<file path="src/rtl/jks_pkg.sv">
package jks_pkg;
  typedef enum logic {MODE_LOAD = 1'b0, MODE_SHIFT = 1'b1} mode_e;

  // Next value of the first stage from J, K-bar and its current value.
  function automatic logic first_next(input logic j, input logic kb, input logic q);
    return (j & ~q) | (kb & q);
  endfunction
endpackage

</file>
<file path="src/rtl/jks_entry.sv">
module jks_entry
  import jks_pkg::*;
(
  input  logic j_in,
  input  logic kb_in,
  input  logic q0,
  output logic d0
);
  assign d0 = first_next(j_in, kb_in, q0);
endmodule

</file>
<file path="src/rtl/jks_chain.sv">
module jks_chain
  import jks_pkg::*;
#(
  parameter int WIDTH = 4
) (
  input  logic             clk,
  input  logic             rst_n,
  input  mode_e            mode,
  input  logic             entry_d,
  input  logic [WIDTH-1:0] par_d,
  output logic [WIDTH-1:0] q,
  output logic             top_n
);
  localparam int TOP = WIDTH - 1;

  logic [WIDTH-1:0] nxt;

  for (genvar i = 0; i < WIDTH; i++) begin : g_stage
    if (i == 0) begin : g_head
      assign nxt[i] = (mode == MODE_LOAD) ? par_d[i] : entry_d;
    end else begin : g_body
      assign nxt[i] = (mode == MODE_LOAD) ? par_d[i] : q[i-1];
    end
    always_ff @(posedge clk or negedge rst_n) begin
      if (!rst_n) q[i] <= 1'b0;
      else        q[i] <= nxt[i];
    end
  end

  assign top_n = ~q[TOP];
endmodule

</file>
<file path="src/rtl/jk_shift_register.sv">
module jk_shift_register
  import jks_pkg::*;
#(
  parameter int WIDTH = 4
) (
  input  logic             clk,
  input  logic             rst_n,
  input  logic             shift_en,
  input  logic             j_in,
  input  logic             kb_in,
  input  logic [WIDTH-1:0] par_d,
  output logic [WIDTH-1:0] stage_q,
  output logic             last_n
);
  localparam int TOP = WIDTH - 1;

  mode_e mode;
  logic  entry_d;
  // Named events for the assertions
  logic  shift_evt, load_evt;
  logic  set_evt, clr_evt, tog_evt, hold_evt;

  assign mode      = shift_en ? MODE_SHIFT : MODE_LOAD;
  assign shift_evt = (mode == MODE_SHIFT);
  assign load_evt  = (mode == MODE_LOAD);
  assign set_evt   = shift_evt &  j_in &  kb_in;
  assign clr_evt   = shift_evt & ~j_in & ~kb_in;
  assign tog_evt   = shift_evt &  j_in & ~kb_in;
  assign hold_evt  = shift_evt & ~j_in &  kb_in;

  jks_entry u_entry (
    .j_in  (j_in),
    .kb_in (kb_in),
    .q0    (stage_q[0]),
    .d0    (entry_d)
  );

  jks_chain #(.WIDTH(WIDTH)) u_chain (
    .clk     (clk),
    .rst_n   (rst_n),
    .mode    (mode),
    .entry_d (entry_d),
    .par_d   (par_d),
    .q       (stage_q),
    .top_n   (last_n)
  );

  if (WIDTH >= 2) begin : g_shift_chk
    assert_shift_R2: assert property (@(posedge clk) disable iff (!rst_n)
      shift_evt |=> stage_q[TOP:1] == $past(stage_q[TOP-1:0]));
  end

  assert_load_R3: assert property (@(posedge clk) disable iff (!rst_n)
    load_evt |=> stage_q == $past(par_d));
  assert_set_R4: assert property (@(posedge clk) disable iff (!rst_n)
    set_evt |=> stage_q[0] == 1'b1);
  assert_clear_R5: assert property (@(posedge clk) disable iff (!rst_n)
    clr_evt |=> stage_q[0] == 1'b0);
  assert_toggle_R6: assert property (@(posedge clk) disable iff (!rst_n)
    tog_evt |=> stage_q[0] != $past(stage_q[0]));
  assert_hold_R7: assert property (@(posedge clk) disable iff (!rst_n)
    hold_evt |=> $stable(stage_q[0]));
  assert_complement_R8: assert property (@(posedge clk) disable iff (!rst_n)
    last_n != stage_q[TOP]);
endmodule

</file>
<file path="config.mk">
export PLATFORM = sky130hd
export DESIGN_NAME = jk_shift_register
export DESIGN_NICKNAME = d
export VERILOG_FILES = /design/src/rtl/jks_pkg.sv /design/src/rtl/jks_entry.sv /design/src/rtl/jks_chain.sv /design/src/rtl/jk_shift_register.sv
export SDC_FILE = /design/constraint.sdc
export NUM_CORES = 1
export LEC_CHECK = 0
export BUFFER_PORTS_ARGS = -buffer_cell sky130_fd_sc_hd__buf_4
export CAP_MARGIN = 20
export CORE_AREA = 8 8 45 47
export DETAILED_ROUTE_END_ITERATION = 7
export DIE_AREA = 0 0 53 55
export HOLD_SLACK_MARGIN = 0.08
export SETUP_SLACK_MARGIN = 0.2
export SLEW_MARGIN = 20
export SYNTH_ARGS = -nofsm -noshare
export SYNTH_HDL_FRONTEND = slang
export SYNTH_SLANG_ARGS = --single-unit
</file>
<file path="constraint.sdc">
create_clock -name clk -period 1.08 [get_ports clk]
set_input_delay 0.162 -clock clk [delete_from_list [all_inputs] [get_ports clk]]
set_output_delay 0.162 -clock clk [all_outputs]
set_load 0.01 [all_outputs]
</file>
# ---- Word-level counts from Yosys, hierarchy flattened
# Cells that the tools add are included.
dict set report op_classes {
  muxes 5
  bitwise_logic 5
}
# op count
set ops {}
lappend ops {{$mux W1} 5}
lappend ops {{$and A1 B1 Y1} 2}
lappend ops {{$not A1 Y1} 2}
lappend ops {{$or A1 B1 Y1} 1}
dict set report word_totals {
  regBits 4
  inputBits 9
  output_inout_bits 5
  word_cells 14
}

# ---- Logic depth before layout (Yosys ltp)
dict set report depth {
  depth_word 4
  mapped_depth 2
}

# ---- By module
# Synthesis repeated with hierarchy kept, for this count alone.
dict set report unflattened {
  hier_cells 10
  hier_area_um2 163.9
}
# module n_inst cells_per_inst area_each_um2 seq_area_each_um2
set modules_own_cells {}
lappend modules_own_cells {jks_chain 1 9 148.9 100.1}
lappend modules_own_cells {jks_entry 1 1 15.0 0.0}

# ---- Worst setup path before layout
# Ideal clock, no wire load.
dict set report synth_path {
  kind {register -> register}
  startpoint {reg u_chain.q[1]}
  endpoint {reg u_chain.q[2]}
  arrival_ps 646
  required_ps 955
  setup_slack_ps 309
  path_stages_with_launch 2
  path_buffers 0
  synth_period_minus_slack_ps 771
  path_cell_list {dfrtp_1 -> mux2_2}
}
dict set report synth_via {
  elab_chain_len 1
}
# element line
set synth_lines {}
lappend synth_lines {{start: declaration} jks_chain.sv:11} ;# output logic [WIDTH-1:0] q,
lappend synth_lines {{start signal: indexed assignment} jks_chain.sv:26} ;# else q[i] <= nxt[i];
lappend synth_lines {{$mux W1} jks_chain.sv:22} ;# assign nxt[i] = (mode == MODE_LOAD) ? par_d[i] : q[i-1];
lappend synth_lines {{via u_chain.nxt[2]} jks_chain.sv:16} ;# logic [WIDTH-1:0] nxt;
# The timed path passes the listed nets, and every way through them passes these cells.

# ---- Worst setup path in the final report
dict set report layout_path {
  startpoint {reg u_chain.q[3]}
  endpoint {out stage_q[3]}
}
# element line
set layout_rtl {}
lappend layout_rtl {{end: declaration} jk_shift_register.sv:12} ;# output logic [WIDTH-1:0] stage_q,
# No word-level cell between the ends.

==> metrics.txt <==
outcome=finished, final reports clean; cell count along the critical path=1; first-pass GRT wire length=821 um; max FFs per register=4; worst ir drop on vdd=0.000357 V; Reg2Reg Depth=2; worst-margin pin slew=0.116 ns; Util after Layout=between 20 and 30%; final hold violation count=0; Int Power=0.000372 W; Post-Syn Area per Cell=13.7 um2; RSZ-0062 raised after global routing=true; dpl ws=roughly 0.3 ns; all-layer global routing usage=4.22%; H-tree depth=1; PwrDens=1360 mW/mm2; clk sinks=4; CP max-delay cell=dfrtp_1; via count=approximately 160; Tot Pwr=between 0.0004 and 0.0005 W; crit share post-route=85.7%; R2R setup slack=0.20 ns; CTS Buf Count=3; worst skew pair latency=between 0.2 and 0.25 ns; Ports=14; Hold Crit Depth=2; Placement Rows=14; CP Data Arrival Time=between 0.7 and 0.8 ns; Overflow after GRT=0; max_cap viols=0; Die X=53 um; diode count=0; r2r endpoint=u_chain.q[1]; R2R Path Start=u_chain.q[0]; Initial Utilization=about an eighth; post-layout min period=0.926 ns; Net count, final=41; Slew Viols, Final=0; Setup violations, final=0; # port buffers=13; Synthesized Nets=21; element type at the critical path start=flop; die height=55 um; Unique masters post-synth=7; Clk pwr share=37.7%; DR vias/cell=3.39; CP Cell Sequence=buf_4; largest register by flop count=u_chain.q; share of cells above drive strength 1=73.3%; worst clock skew=0.00162 ns; Setup crit end kind=output pin; DRC=0; Crit Path Class=flop to output pin; Iteration-0 DRC Markers=0; register area share after synthesis=61.1%; Switching Fraction=~22%; Synth Cell Area=~160 um2; wire per inst=12.2 um; drt first pass iters=1; vias in the first global route=175; largest net degree at the start of global routing=6; final RePlAce weighted congestion=roughly 0.65; CTS root buf=clkbuf_4; Routed Antenna Nets=0; Final Worst Setup Slack=0.154 ns; hold endpoint=u_chain.q[3]; # fillers=162; Yosys warning total=0; max_slew headroom=92.0%; Fmax=around 1100 MHz; Syn Inst Count=12; total routed wirelength=560 um; CTS tree=done; clock slew at reported path FFs=0.04 ns; Gate power share=around 25%; antenna violations before repair=0; top flop regs=u_chain.q (4); die footprint=0.00292 mm2; NetSw=0.000107 W; Largest delay share family, worst path=flip-flops; LEAKAGE=0.178 nW; hold_sp=par_d[3]; Flop pwr share=between 30 and 40%; min-delay worst type=primary input to flop; Max stage delay on crit path=approximately 0.38 ns; Area growth syn-to-layout=115%; clk buf depth=2; Worst EP required=roughly 0.9 ns; Worst Path Max Fanout=2; Setup TNS=0 ns; Worst Path Buf+Inv=1; CORE AREA=0.00138 mm2; FF+latch count, synth=4
-- worst max-delay path by stage --
stage	slack, ns	start	endpoint
after global placement	0.32	u_chain.q[0]	u_chain.q[1]
after global routing	0.11	u_chain.q[3]	last_n
final	0.15	u_chain.q[3]	stage_q[3]
after CTS	0.15	u_chain.q[3]	last_n
after floorplan	0.31	u_chain.q[1]	u_chain.q[2]
after detailed placement	0.30	u_chain.q[0]	u_chain.q[1]
-- cells by family (layout without fill, tap and decap cells) --
logic type / count (synthesis) / count (layout) / synth area share [%]
flops: 4 / 4 / 61.1
buf+inv: 2 / 20 / 6.87
compound gates: 1 / 1 / 3.05
simple gates: 1 / 1 / 2.29
mux: 4 / 4 / 26.7
-- power groups by stage --
stage                     registers, W  logic [W]  clock network [W]
final                         0.000177   0.000122           0.000181
after global routing          0.000178   0.000131           0.000208
after CTS                     0.000174   0.000107           0.000197
after detailed placement      0.000177  0.0000869                  0
after global placement        0.000175  0.0000874                  0
after floorplan               0.000181  0.0000276                  0
-- cell usage after synthesis, drive strengths merged --
cell type | number | share of area (%)
a21oi | 1 | 3.1
buf | 1 | 4.6
dfrtp | 4 | 61
inv | 1 | 2.3
mux2 | 3 | 21
mux2i | 1 | 6.1
nor2 | 1 | 2.3
-- through the flow --
step                cell area, um2  std cells  hold WS (ns)
finish                         352         46         0.169
CTS                            329         46         0.144
floorplan                      164         12        -0.134
global route                   352         46         0.159
detailed placement             274         40       -0.0401
global placement               274         40       -0.0392
-- final cells by class --
type                    instances  area (um2)  area share, %
flip-flops and latches          4         100           28.5
multi-input cells               6        60.1           17.1
repair buffers                 16         145           41.3
inverters                       1        3.75           1.07
clock buffers                   3        22.5           6.41
well taps                      16        20.0           5.69
-- layer usage --
metal | GRT usage [%] | vias to the layer above | share of wire, %
met3 | 3.74 | 0 | 20
met4 | 5.17 | 0 | 0
met2 | 4.49 | 13 | 39
met5 | 0 | - | 0
li1 | - | 76 | -
met1 | 4.29 | 67 | 41
-- layout by cell type, fill, tap and decap left out --
cell type	instances
clkbuf_4	3
buf_4	9
a21oi_1	1
dfrtp_1	4
mux2i_1	1
nor2_1	1
inv_2	1
mux2_4	2
mux2_2	1
dlygate4sd3_1	1
buf_6	6
-- timing repair --
action,4_1_cts,5_1_grt
cloned,0,0
hold buffers,1,0
setup buffers,2,0
pin swaps,0,1
endpoints found under the setup margin,5,8
hold endpoints to repair,4,0
resized for setup,2,7
Note: power is estimated with default switching activity, not from simulation.
